`src/rtl/tbase_pkg.sv`:
```
package tbase_pkg;
   typedef enum logic [1:0] {
      SEL_CNT = 2'd0,
      SEL_DIV = 2'd1,
      SEL_LIM = 2'd2
   } reg_sel_e;
endpackage

```
`src/rtl/tbase_regs.sv`:
```
module tbase_regs
   import tbase_pkg::*;
#(
   parameter int CNT_W       = 16,
   parameter bit LIM_PRELOAD = 1'b0
) (
   input  logic             clk,
   input  logic             rst_n,
   input  logic             wr_en,
   input  logic [1:0]       wr_sel,
   input  logic [CNT_W-1:0] wr_data,
   input  logic             load,
   output logic [CNT_W-1:0] div_shadow,
   output logic [CNT_W-1:0] div_act,
   output logic [CNT_W-1:0] lim_sw,
   output logic [CNT_W-1:0] lim_act
);
   logic wr_div, wr_lim;
   assign wr_div = wr_en && (wr_sel == SEL_DIV);
   assign wr_lim = wr_en && (wr_sel == SEL_LIM);

   always_ff @(posedge clk) begin
      if (!rst_n) begin
         div_shadow <= '0;
         div_act    <= '0;
      end else begin
         if (wr_div) div_shadow <= wr_data;
         if (load)   div_act    <= div_shadow;
      end
   end

   generate
      if (LIM_PRELOAD) begin : g_lim_shadow
         logic [CNT_W-1:0] lim_pre;
         always_ff @(posedge clk) begin
            if (!rst_n) begin
               lim_pre <= '0;
               lim_act <= '0;
            end else begin
               if (wr_lim) lim_pre <= wr_data;
               if (load)   lim_act <= lim_pre;
            end
         end
         assign lim_sw = lim_pre;
      end else begin : g_lim_direct
         always_ff @(posedge clk) begin
            if (!rst_n)      lim_act <= '0;
            else if (wr_lim) lim_act <= wr_data;
         end
         assign lim_sw = lim_act;
      end
   endgenerate
endmodule

```
`src/rtl/tbase_prescaler.sv`:
```
module tbase_prescaler #(
   parameter int CNT_W = 16
) (
   input  logic             clk,
   input  logic             rst_n,
   input  logic             run,
   input  logic             clear,
   input  logic [CNT_W-1:0] div_act,
   output logic             tick
);
   logic [CNT_W-1:0] phase;
   logic             at_end;

   assign at_end = (phase == div_act);
   assign tick   = run && !clear && at_end;

   always_ff @(posedge clk) begin
      if (!rst_n)      phase <= '0;
      else if (clear)  phase <= '0;
      else if (run)    phase <= at_end ? '0 : phase + 1'b1;
   end
endmodule

```
`src/rtl/tbase_counter.sv`:
```
module tbase_counter #(
   parameter int CNT_W = 16
) (
   input  logic             clk,
   input  logic             rst_n,
   input  logic             force_evt,
   input  logic             cnt_wr,
   input  logic [CNT_W-1:0] wr_data,
   input  logic             tick,
   input  logic [CNT_W-1:0] lim_act,
   output logic [CNT_W-1:0] cnt,
   output logic             upd,
   output logic             wrap_evt
);
   assign wrap_evt = tick && !force_evt && !cnt_wr && (cnt == lim_act);

   always_ff @(posedge clk) begin
      if (!rst_n) begin
         cnt <= '0;
         upd <= 1'b0;
      end else if (force_evt) begin
         cnt <= '0;
         upd <= 1'b1;
      end else if (cnt_wr) begin
         cnt <= wr_data;
         upd <= 1'b0;
      end else if (wrap_evt) begin
         cnt <= '0;
         upd <= 1'b1;
      end else begin
         if (tick) cnt <= cnt + 1'b1;
         upd <= 1'b0;
      end
   end
endmodule

```
`src/rtl/tbase_timer.sv`:
```
module tbase_timer
   import tbase_pkg::*;
#(
   parameter int CNT_W       = 16,
   parameter bit LIM_PRELOAD = 1'b0
) (
   input  logic             clk,
   input  logic             rst_n,
   input  logic             en,
   input  logic             wr_en,
   input  logic [1:0]       wr_sel,
   input  logic [CNT_W-1:0] wr_data,
   input  logic [1:0]       rd_sel,
   output logic [CNT_W-1:0] rd_data,
   input  logic             ug,
   input  logic             trig,
   output logic [CNT_W-1:0] cnt_val,
   output logic             upd
);
   generate
      if (CNT_W < 2 || CNT_W > 32) begin : g_bad_width
         $error("tbase_timer: CNT_W must lie in 2..32");
      end
   endgenerate

   logic [CNT_W-1:0] div_shadow, div_act, lim_sw, lim_act;
   logic             force_evt, load_evt, wrap_evt, run, tick, cnt_wr;

   assign force_evt = ug || trig;
   assign load_evt  = force_evt || wrap_evt;
   assign run       = en && (lim_act != '0);
   assign cnt_wr    = wr_en && (wr_sel == SEL_CNT);

   tbase_regs #(.CNT_W(CNT_W), .LIM_PRELOAD(LIM_PRELOAD)) u_regs (
      .clk(clk), .rst_n(rst_n), .wr_en(wr_en), .wr_sel(wr_sel),
      .wr_data(wr_data), .load(load_evt), .div_shadow(div_shadow),
      .div_act(div_act), .lim_sw(lim_sw), .lim_act(lim_act)
   );

   tbase_prescaler #(.CNT_W(CNT_W)) u_psc (
      .clk(clk), .rst_n(rst_n), .run(run), .clear(force_evt),
      .div_act(div_act), .tick(tick)
   );

   tbase_counter #(.CNT_W(CNT_W)) u_cnt (
      .clk(clk), .rst_n(rst_n), .force_evt(force_evt), .cnt_wr(cnt_wr),
      .wr_data(wr_data), .tick(tick), .lim_act(lim_act),
      .cnt(cnt_val), .upd(upd), .wrap_evt(wrap_evt)
   );

   always_comb begin
      case (rd_sel)
         SEL_CNT: rd_data = cnt_val;
         SEL_DIV: rd_data = div_shadow;
         SEL_LIM: rd_data = lim_sw;
         default: rd_data = '0;
      endcase
   end
endmodule

```
`config.mk`:
```
export PLATFORM = sky130hd
export DESIGN_NAME = tbase_timer
export DESIGN_NICKNAME = d
export VERILOG_FILES = /design/src/rtl/tbase_pkg.sv /design/src/rtl/tbase_regs.sv /design/src/rtl/tbase_prescaler.sv /design/src/rtl/tbase_counter.sv /design/src/rtl/tbase_timer.sv
export SDC_FILE = /design/constraint.sdc
export NUM_CORES = 1
export LEC_CHECK = 0
export BUFFER_PORTS_ARGS = -buffer_cell sky130_fd_sc_hd__buf_4
export CAP_MARGIN = 10
export CORE_MARGIN = 2
export CORE_UTILIZATION = 62
export CTS_CLUSTER_DIAMETER = 80
export DETAILED_ROUTE_END_ITERATION = 7
export GPL_TIMING_DRIVEN = 0
export PLACE_DENSITY = 0.91
export SLEW_MARGIN = 20
export SYNTH_ARGS = -nofsm -noshare
export SYNTH_HDL_FRONTEND = slang
export SYNTH_SLANG_ARGS = --single-unit
```
`constraint.sdc`:
```
create_clock -name clk -period 5.5 [get_ports clk]
set_clock_uncertainty 0.2 [all_clocks]
set_input_delay 0 -clock clk [delete_from_list [all_inputs] [get_ports clk]]
set_output_delay 0 -clock clk [all_outputs]
set_load 0.02 [all_outputs]
```
==> impl_metrics.xml, run 1 <==
<?xml version="1.0" encoding="UTF-8"?>
<metrics>
  <group name="synthesis">
    <metric name="synth_fp_nets" unit="">577</metric>
    <metric name="yosys_register_bits" unit="">81</metric>
    <metric name="synth_edf_count" unit="">0</metric>
    <metric name="postSynthCellCount" unit="">549</metric>
    <metric name="avgSynthCellArea" unit="µm²">8.091</metric>
    <metric name="netlist.top_cell.by_area" unit="">dfxtp_1</metric>
    <metric name="synth-async-reset-ratio" unit="%">0</metric>
    <metric name="yosysWarnings" unit="">0</metric>
    <metric name="ys_seq_area_share" unit="%">36.51</metric>
    <metric name="synth.area.top_cells" unit="">dfxtp_1 (37%), nand2_1 (12%), xor2_1 (9.1%), a21boi_0 (5.4%), mux2i_1 (4.3%)</metric>
    <metric name="post-synth-top-area-fraction" unit="%">36.51</metric>
    <metric name="syn-cell-area" unit="µm²">4442</metric>
    <metric name="ys_dominant_reg_cell" unit="">dfxtp_1</metric>
    <metric name="synthDistinctLibCells" unit="">49</metric>
  </group>
  <group name="place">
    <metric name="place_inst" unit="">702</metric>
    <metric name="place.detailed.hpwl" unit="mm">9.397</metric>
    <metric name="port-buffer-count" unit="">57</metric>
    <metric name="routabilityCongestion" unit="">0.9563</metric>
  </group>
  <group name="cts">
    <metric name="hold_buffer_count_at_cts" unit="">25</metric>
    <metric name="numCtsBuffers" unit="">9</metric>
    <metric name="post_cts.repair.setup_buffers" unit="">0</metric>
    <metric name="worst_skew_pair.late_latency" unit="ps">370</metric>
    <metric name="cts-root-buf" unit="">clkbuf_8</metric>
    <metric name="clk_path_buf_depth" unit="">2</metric>
    <metric name="clock_slew_seen_by_the_registers_of_the_worst_setup_and_hold_paths" unit="ps">90</metric>
    <metric name="cts_tree" unit="">built</metric>
    <metric name="cts.repair.resized" unit="">0</metric>
    <metric name="cts_sinks" unit="">81</metric>
    <metric name="clock_tree.htree_level_count" unit="">3</metric>
  </group>
  <group name="worst_setup_path">
    <metric name="critical_path.reg2reg.endpoint" unit="">u_cnt.cnt[0]$_SDFFE_PP0P_</metric>
    <metric name="max_stage_delay" unit="ps">550</metric>
    <metric name="crit_arrival" unit="ps">3180</metric>
    <metric name="worstPathRequired" unit="ps">5560</metric>
    <metric name="family_with_the_most_delay_on_the_worst_path" unit="">simple AND/OR/NAND/NOR gates</metric>
    <metric name="crit_path_max_fanout" unit="">10</metric>
    <metric name="crit_chain" unit="">nor4_1, a41oi_2, and3_1, buf_4, nand2_4, buf_6, nor4_1, a221o_1, dlygate4sd3_1</metric>
    <metric name="most_repeated_library_cell_on_the_critical_path" unit="">nor4_1</metric>
    <metric name="timing.setup.critical_path_class" unit="">flip-flop to flip-flop</metric>
    <metric name="r2r_setup_slack" unit="ps">2370</metric>
    <metric name="timing.rr.start" unit="">u_regs.lim_act[8]$_SDFFE_PN0P_</metric>
    <metric name="crit_slowest_cell" unit="">dlygate4sd3_1</metric>
    <metric name="critical_path.n_buffers_inverters" unit="">3</metric>
    <metric name="setup.worst_path.end_class" unit="">flip-flop</metric>
    <metric name="timing.reg2reg.worst_path_depth" unit="">9</metric>
    <metric name="sort_of_element_at_the_start_of_the_critical_path" unit="">flip-flop</metric>
  </group>
  <group name="final_layout">
    <metric name="area_growth" unit="%">22.70</metric>
    <metric name="most-common-layout-cells" unit="">nand2_1 (145), dfxtp_1 (81), buf_4 (60)</metric>
    <metric name="num-fill-cells" unit="">459</metric>
    <metric name="n_antenna_cell" unit="">0</metric>
    <metric name="drive_gt1_share" unit="%">18.70</metric>
    <metric name="layout.cells.non_filler" unit="">743</metric>
    <metric name="final_net_count" unit="">670</metric>
    <metric name="mostFrequentLayoutCell" unit="">nand2_1</metric>
  </group>
  <group name="detailed_routing">
    <metric name="post-route-drc-count" unit="">0</metric>
    <metric name="final_antenna_net_count" unit="">0</metric>
    <metric name="first_iteration_detailed_routing_drc_count" unit="">456</metric>
    <metric name="routed_wl_per_cell" unit="µm">18.69</metric>
    <metric name="routed_via_density" unit="">6.171</metric>
    <metric name="drt_pre_antenna_iters" unit="">7</metric>
    <metric name="postRouteWirelength" unit="mm">13.89</metric>
    <metric name="dr_vias" unit="">4585</metric>
  </group>
  <group name="timing">
    <metric name="final_period_minus_worst_setup_slack" unit="ps">3126</metric>
    <metric name="hold_ws" unit="ps">24.00</metric>
    <metric name="final.period_utilization" unit="%">56.84</metric>
    <metric name="maxClockFrequency" unit="GHz">0.3199</metric>
    <metric name="rsz0062_at_grt" unit="">no</metric>
    <metric name="hold_viol" unit="">0</metric>
    <metric name="setup_violations" unit="">0</metric>
    <metric name="finalMaxSlewViolations" unit="">0</metric>
    <metric name="timing_worst_slew_pin_value" unit="ps">808.2</metric>
    <metric name="max_slew_margin" unit="%">45.88</metric>
    <metric name="fin_tns_setup" unit="ps">0</metric>
  </group>
  <group name="die">
    <metric name="area_of_the_core_region" unit="µm²">6869</metric>
    <metric name="floorplan.io_pins" unit="">59</metric>
    <metric name="chipWidth" unit="µm">88.64</metric>
    <metric name="floorplan.die.height" unit="µm">88.64</metric>
    <metric name="floorplan.initialDensity" unit="%">64.66</metric>
    <metric name="fp-row-count" unit="">30</metric>
    <metric name="die_area" unit="µm²">7857</metric>
  </group>
  <group name="hold_path">
    <metric name="min_from" unit="">rst_n</metric>
    <metric name="hold_path_end" unit="">u_regs.div_act[0]$_SDFFE_PN0P_</metric>
    <metric name="hold_depth" unit="">4</metric>
    <metric name="worstHoldPathType" unit="">input pin to flip-flop</metric>
  </group>
  <group name="global_routing">
    <metric name="maximum_number_of_pins_on_one_net_before_global_route_repair" unit="">15</metric>
    <metric name="first_pass_grt_wire_length" unit="mm">21.69</metric>
    <metric name="globalRouteTotalUtil" unit="%">36.56</metric>
    <metric name="grt-ovfl-total" unit="">0</metric>
    <metric name="grt_pass1_vias" unit="">4366</metric>
    <metric name="antenna_found_initial" unit="">0</metric>
  </group>
  <group name="power_and_ir_drop">
    <metric name="ir_drop" unit="mV">0.1250</metric>
    <metric name="power.density_cell_area" unit="nW/µm²">230.6</metric>
    <metric name="fin_total_pwr" unit="µW">1257</metric>
    <metric name="power.static_leakage" unit="µW">0.002283</metric>
  </group>
  <group name="run">
    <metric name="maxCapViolCount" unit="">0</metric>
  </group>
  <group name="status">
    <metric name="status" unit="">finished clean</metric>
  </group>
</metrics>
where the power goes:
group          total [µW]  leakage, µW  switching (µW)  internal, µW
clock network         468     0.000100             243           226
registers             611     0.000656            13.6           598
logic                 177      0.00153             107          70.1
total                1260      0.00228             363           894
cell families after synthesis:
logic type / after synthesis / synth area share (%)
mux: 19 / 4.282
compound gates: 99 / 15.80
xor+xnor: 54 / 10.65
buf+inv: 42 / 5.324
flops: 81 / 36.51
fa+ha+maj: 2 / 0.5633
simple gates: 252 / 26.87
worst max-delay path by stage:
| stage | startpoint | end | cells past startpoint |
|---|---|---|---|
| floorplan | u_cnt.cnt[2]$_SDFFE_PP0P_ | u_regs.div_act[0]$_SDFFE_PN0P_ | 7 |
| finish | u_regs.lim_act[8]$_SDFFE_PN0P_ | u_cnt.cnt[0]$_SDFFE_PP0P_ | 9 |
| CTS | u_regs.lim_act[8]$_SDFFE_PN0P_ | u_cnt.cnt[0]$_SDFFE_PP0P_ | 9 |
| global placement | u_regs.lim_act[8]$_SDFFE_PN0P_ | u_cnt.cnt[0]$_SDFFE_PP0P_ | 8 |
| global route | u_regs.lim_act[11]$_SDFFE_PN0P_ | u_cnt.cnt[0]$_SDFFE_PP0P_ | 9 |
| detailed placement | u_cnt.cnt[2]$_SDFFE_PP0P_ | u_regs.div_act[5]$_SDFFE_PN0P_ | 8 |
layer usage:
| metal | track usage [%] | vias to the layer above | wire, µm |
|---|---|---|---|
| met5 | 0 | - | 0 |
| li1 | - | 2064 | - |
| met3 | 5.784 | 76 | 1550 |
| met4 | 19.83 | 0 | 775 |
| met2 | 57.94 | 328 | 6331 |
| met1 | 47.71 | 2117 | 5229 |
state kept, by name (all words and copies together), names as in the netlist:
name               count
u_regs.lim_act        16
u_regs.div_shadow     16
u_cnt.cnt             16
u_regs.div_act        16
u_cnt.upd              1
u_psc.phase           16
through the flow:
step | cell area (µm²) | utilization, % | setup WS (ps)
final | 5450 | 79.34 | 2374
after global routing | 5450 | 79.34 | 2291
after CTS | 5450 | 79.34 | 2437
after detailed placement | 4995 | 72.71 | 2987
after global placement | 4990 | 72.64 | 3042
after floorplan | 4442 | - | 3274
worst min-delay path: cells and delay by family:
kind / cells / cell delay, ps
AO/OA/AOI/OAI: 1 / 60
AND/OR/NAND/NOR: 1 / 120
buffers and inverters: 2 / 350
cell usage after synthesis, drive strengths merged (6+ instances only):
master and instances:
xnor2 8, nand4 10, o21ai 37, nand2 146, nor2 25, or3 9, clkbuf 22, xor2 46
nor4 14, a21boi 32, a21oi 12, dfxtp 81, inv 6, buf 14, and3 7, mux2i 19
nand3 23
area by class of cell:
class	count	area (µm²)	share of cell area, %
multi-input combinational	426	2589	47.50
sequential	81	1622	29.75
timing repair buffer	82	678.2	12.44
buffer	36	214.0	3.926
clock buffer	11	141.4	2.594
tap	96	120.1	2.204
clock inverter	5	63.81	1.171
inverter	6	22.52	0.4132
Note: power is estimated with default switching activity, not from simulation.
==> run 2: changes to the inputs <==
--- a/config.mk
+++ b/config.mk
@@ -8,11 +8,11 @@
 export BUFFER_PORTS_ARGS = -buffer_cell sky130_fd_sc_hd__buf_4
 export CAP_MARGIN = 10
 export CORE_MARGIN = 2
-export CORE_UTILIZATION = 62
+export CORE_UTILIZATION = 52
 export CTS_CLUSTER_DIAMETER = 80
 export DETAILED_ROUTE_END_ITERATION = 7
 export GPL_TIMING_DRIVEN = 0
-export PLACE_DENSITY = 0.91
+export PLACE_DENSITY = 0.82
 export SLEW_MARGIN = 20
 export SYNTH_ARGS = -nofsm -noshare
 export SYNTH_HDL_FRONTEND = slang
==> constraint.sdc (replaced) <==
create_clock -name clk -period 2.7 [get_ports clk]
set_clock_uncertainty 0.2 [all_clocks]
set_input_delay 0 -clock clk [delete_from_list [all_inputs] [get_ports clk]]
set_output_delay 0 -clock clk [all_outputs]
set_load 0.02 [all_outputs]
==> run 2 against run 1 <==
  * Non-clock buffer count increased by 7
  * Cell area increased by 1.3%
  * Combinational power increased by 110%
  * Setup slack got worse by 2200 ps
  * Clock-buffer cell count decreased by 2
  * Final cell count increased by 2.2%
  * Sequential power increased by 100%
  * Wire length decreased by 8.7%
  * Clock power increased by 96%
  * Register-to-register slack got worse by 2200 ps
  * Highest routed layer unchanged
==> impl_metrics.xml, run 2 (synthesis gave the netlist of run 1 again) <==
<?xml version="1.0" encoding="UTF-8"?>
<metrics>
  <group name="status">
    <metric name="status" unit="">finished clean</metric>
  </group>
  <group name="detailed_routing">
    <metric name="postRouteWirelength" unit="mm">12.68</metric>
    <metric name="post-route-drc-count" unit="">0</metric>
    <metric name="first_iteration_detailed_routing_drc_count" unit="">288</metric>
    <metric name="routed_wl_per_cell" unit="µm">16.71</metric>
    <metric name="routed_via_density" unit="">5.673</metric>
    <metric name="dr_vias" unit="">4306</metric>
    <metric name="drt_pre_antenna_iters" unit="">5</metric>
    <metric name="final_antenna_net_count" unit="">0</metric>
  </group>
  <group name="power_and_ir_drop">
    <metric name="p_int" unit="µW">1810</metric>
    <metric name="sequentialPowerShare" unit="%">49.1</metric>
    <metric name="power.share.switching" unit="%">28.57</metric>
    <metric name="ir_drop" unit="mV">0.2536</metric>
    <metric name="share_clk_of_total_power" unit="%">36.2</metric>
    <metric name="power.density_cell_area" unit="nW/µm²">458.8</metric>
    <metric name="power.static_leakage" unit="µW">0.002320</metric>
    <metric name="switching_power" unit="µW">723.9</metric>
    <metric name="comb_power_share" unit="%">14.7</metric>
  </group>
  <group name="timing">
    <metric name="setup_violations" unit="">0</metric>
    <metric name="max_slew_margin" unit="%">46.92</metric>
    <metric name="final_period_minus_worst_setup_slack" unit="ps">2527</metric>
    <metric name="hold_viol" unit="">0</metric>
    <metric name="final.period_utilization" unit="%">93.59</metric>
    <metric name="finalMaxSlewViolations" unit="">0</metric>
    <metric name="maxClockFrequency" unit="GHz">0.3957</metric>
    <metric name="timing_worst_slew_pin_value" unit="ps">792.8</metric>
  </group>
  <group name="final_layout">
    <metric name="finalCoreUtilization" unit="%">66.88</metric>
    <metric name="layout.cells.non_filler" unit="">759</metric>
    <metric name="most-common-layout-cells" unit="">nand2_1 (145), dfxtp_1 (80), buf_4 (64)</metric>
    <metric name="num-fill-cells" unit="">686</metric>
    <metric name="area_growth" unit="%">24.34</metric>
    <metric name="multi_input_gate_area_in_the_final_layout" unit="µm²">2592</metric>
    <metric name="drive_gt1_share" unit="%">19.57</metric>
    <metric name="mostFrequentLayoutCell" unit="">nand2_1</metric>
    <metric name="n_antenna_cell" unit="">0</metric>
    <metric name="final-seq-area" unit="µm²">1623</metric>
    <metric name="final_net_count" unit="">677</metric>
  </group>
  <group name="hold_path">
    <metric name="worstHoldPathType" unit="">input pin to flip-flop</metric>
  </group>
  <group name="worst_setup_path">
    <metric name="sort_of_element_at_the_start_of_the_critical_path" unit="">flip-flop</metric>
    <metric name="timing.setup.critical_path_class" unit="">flip-flop to flip-flop</metric>
    <metric name="crit_arrival" unit="ps">2580</metric>
    <metric name="worstPathRequired" unit="ps">2750</metric>
    <metric name="setup.worst_path.end_class" unit="">flip-flop</metric>
    <metric name="crit_path_max_fanout" unit="">10</metric>
  </group>
  <group name="global_routing">
    <metric name="maximum_number_of_pins_on_one_net_before_global_route_repair" unit="">16</metric>
    <metric name="grt_pass1_vias" unit="">4228</metric>
    <metric name="globalRouteTotalUtil" unit="%">28.64</metric>
    <metric name="antenna_found_initial" unit="">0</metric>
    <metric name="grt-ovfl-total" unit="">0</metric>
    <metric name="first_pass_grt_wire_length" unit="mm">20.38</metric>
  </group>
  <group name="die">
    <metric name="chipWidth" unit="µm">96.42</metric>
    <metric name="die_area" unit="µm²">9297</metric>
    <metric name="floorplan.io_pins" unit="">59</metric>
    <metric name="fp-row-count" unit="">33</metric>
    <metric name="floorplan.initialDensity" unit="%">53.79</metric>
    <metric name="area_of_the_core_region" unit="µm²">8258</metric>
    <metric name="floorplan.die.height" unit="µm">96.42</metric>
  </group>
  <group name="cts">
    <metric name="clk_path_buf_depth" unit="">2</metric>
    <metric name="numCtsBuffers" unit="">9</metric>
    <metric name="cts_tree" unit="">built</metric>
    <metric name="clock_tree.htree_level_count" unit="">3</metric>
    <metric name="cts-root-buf" unit="">clkbuf_8</metric>
    <metric name="clock_slew_seen_by_the_registers_of_the_worst_setup_and_hold_paths" unit="ps">90</metric>
    <metric name="worst_skew_pair.late_latency" unit="ps">360</metric>
    <metric name="cts_sinks" unit="">81</metric>
  </group>
  <group name="place">
    <metric name="routabilityCongestion" unit="">0.9713</metric>
    <metric name="place_inst" unit="">711</metric>
    <metric name="place.detailed.hpwl" unit="mm">9.112</metric>
    <metric name="port-buffer-count" unit="">57</metric>
  </group>
  <group name="run">
    <metric name="maxCapViolCount" unit="">0</metric>
  </group>
</metrics>
run 2: cell count changes in the layout (fill, tap and decap cells not counted):
cell           previous run  this run
buf_4                    60        64
dlygate4sd3_1            25        28
clkbuf_1                 22        21
clkbuf_8                 10         9
clkinv_2                  0         1
dfxtp_1                  81        80
dfxtp_2                   0         1
inv_6                     1         2
o21ai_1                   1         0
o21ai_2                  14        15
run 2: final cells by class:
cell class                      instances  share of cell area, %
Multi-Input combinational cell        426                  46.94
Tap cell                              105                  2.379
Clock inverter                          7                  1.405
Sequential cell                        81                  29.38
Inverter                                6                 0.4078
Clock buffer                            9                  2.243
Buffer                                 36                  3.874
Timing Repair Buffer                   89                  13.37
run 2: final timing paths:
kind | from | end | slack [ps] | cells past startpoint
worst min-delay path | trig | u_cnt.cnt[0]$_SDFFE_PP0P_ | 70 | 5
worst max-delay path | u_regs.lim_act[8]$_SDFFE_PN0P_ | u_cnt.cnt[0]$_SDFFE_PP0P_ | 170 | 8
worst max register to register | u_regs.lim_act[8]$_SDFFE_PN0P_ | u_cnt.cnt[0]$_SDFFE_PP0P_ | 170 | 8
worst min register to register | u_regs.div_act[0]$_SDFFE_PN0P_ | u_regs.div_act[0]$_SDFFE_PN0P_ | 270 | 2
run 2: repair_timing:
action,in CTS,in global routing
resized for setup,0,2
hold buffers,28,0
endpoints found under the hold margin,68,0
endpoints found under the setup margin,0,30
buffers inserted,0,4
run 2: per-stage QoR:
stage | hold slack (ps) | power (µW) | worst slack [ps] | setup TNS, ps | area, µm²
after detailed placement | 70.00 | 1586 | 116.1 | 0 | 5006
after global placement | 62.75 | 1578 | 158.4 | 0 | 5001
final | 72.00 | 2534 | 173.1 | 0 | 5523
after floorplan | -61.31 | 1465 | 473.7 | 0 | 4442
after CTS | 53.60 | 2512 | 108.4 | 0 | 5488
after global routing | 125.7 | 2614 | -12.09 | -16.23 | 5523
run 2: power by group through the flow:
stage	logic (µW)	clock network, µW	registers, µW
finish	372	918	1240
global route	397	969	1250
CTS	346	924	1240
detailed placement	315	0	1270
global placement	307	0	1270
floorplan	198	0	1270
run 2: critical path, cell delays in order (launching register included):
cell     delay (ps)
dfxtp_1         360
nor4_1          430
a41oi_2         380
and3_1          300
buf_4           160
nand2_4         110
buf_6           150
nor4_1           60
a221o_1         260
run 2: per-layer routing:
| metal | vias up | track usage [%] | share of wire, % |
|---|---|---|---|
| met1 | 2008 | 35.32 | 41 |
| met3 | 36 | 5.663 | 7.3 |
| met4 | 0 | 12.79 | 3.5 |
| met5 | - | 0 | 0 |
| li1 | 2066 | - | - |
| met2 | 196 | 48.38 | 48 |
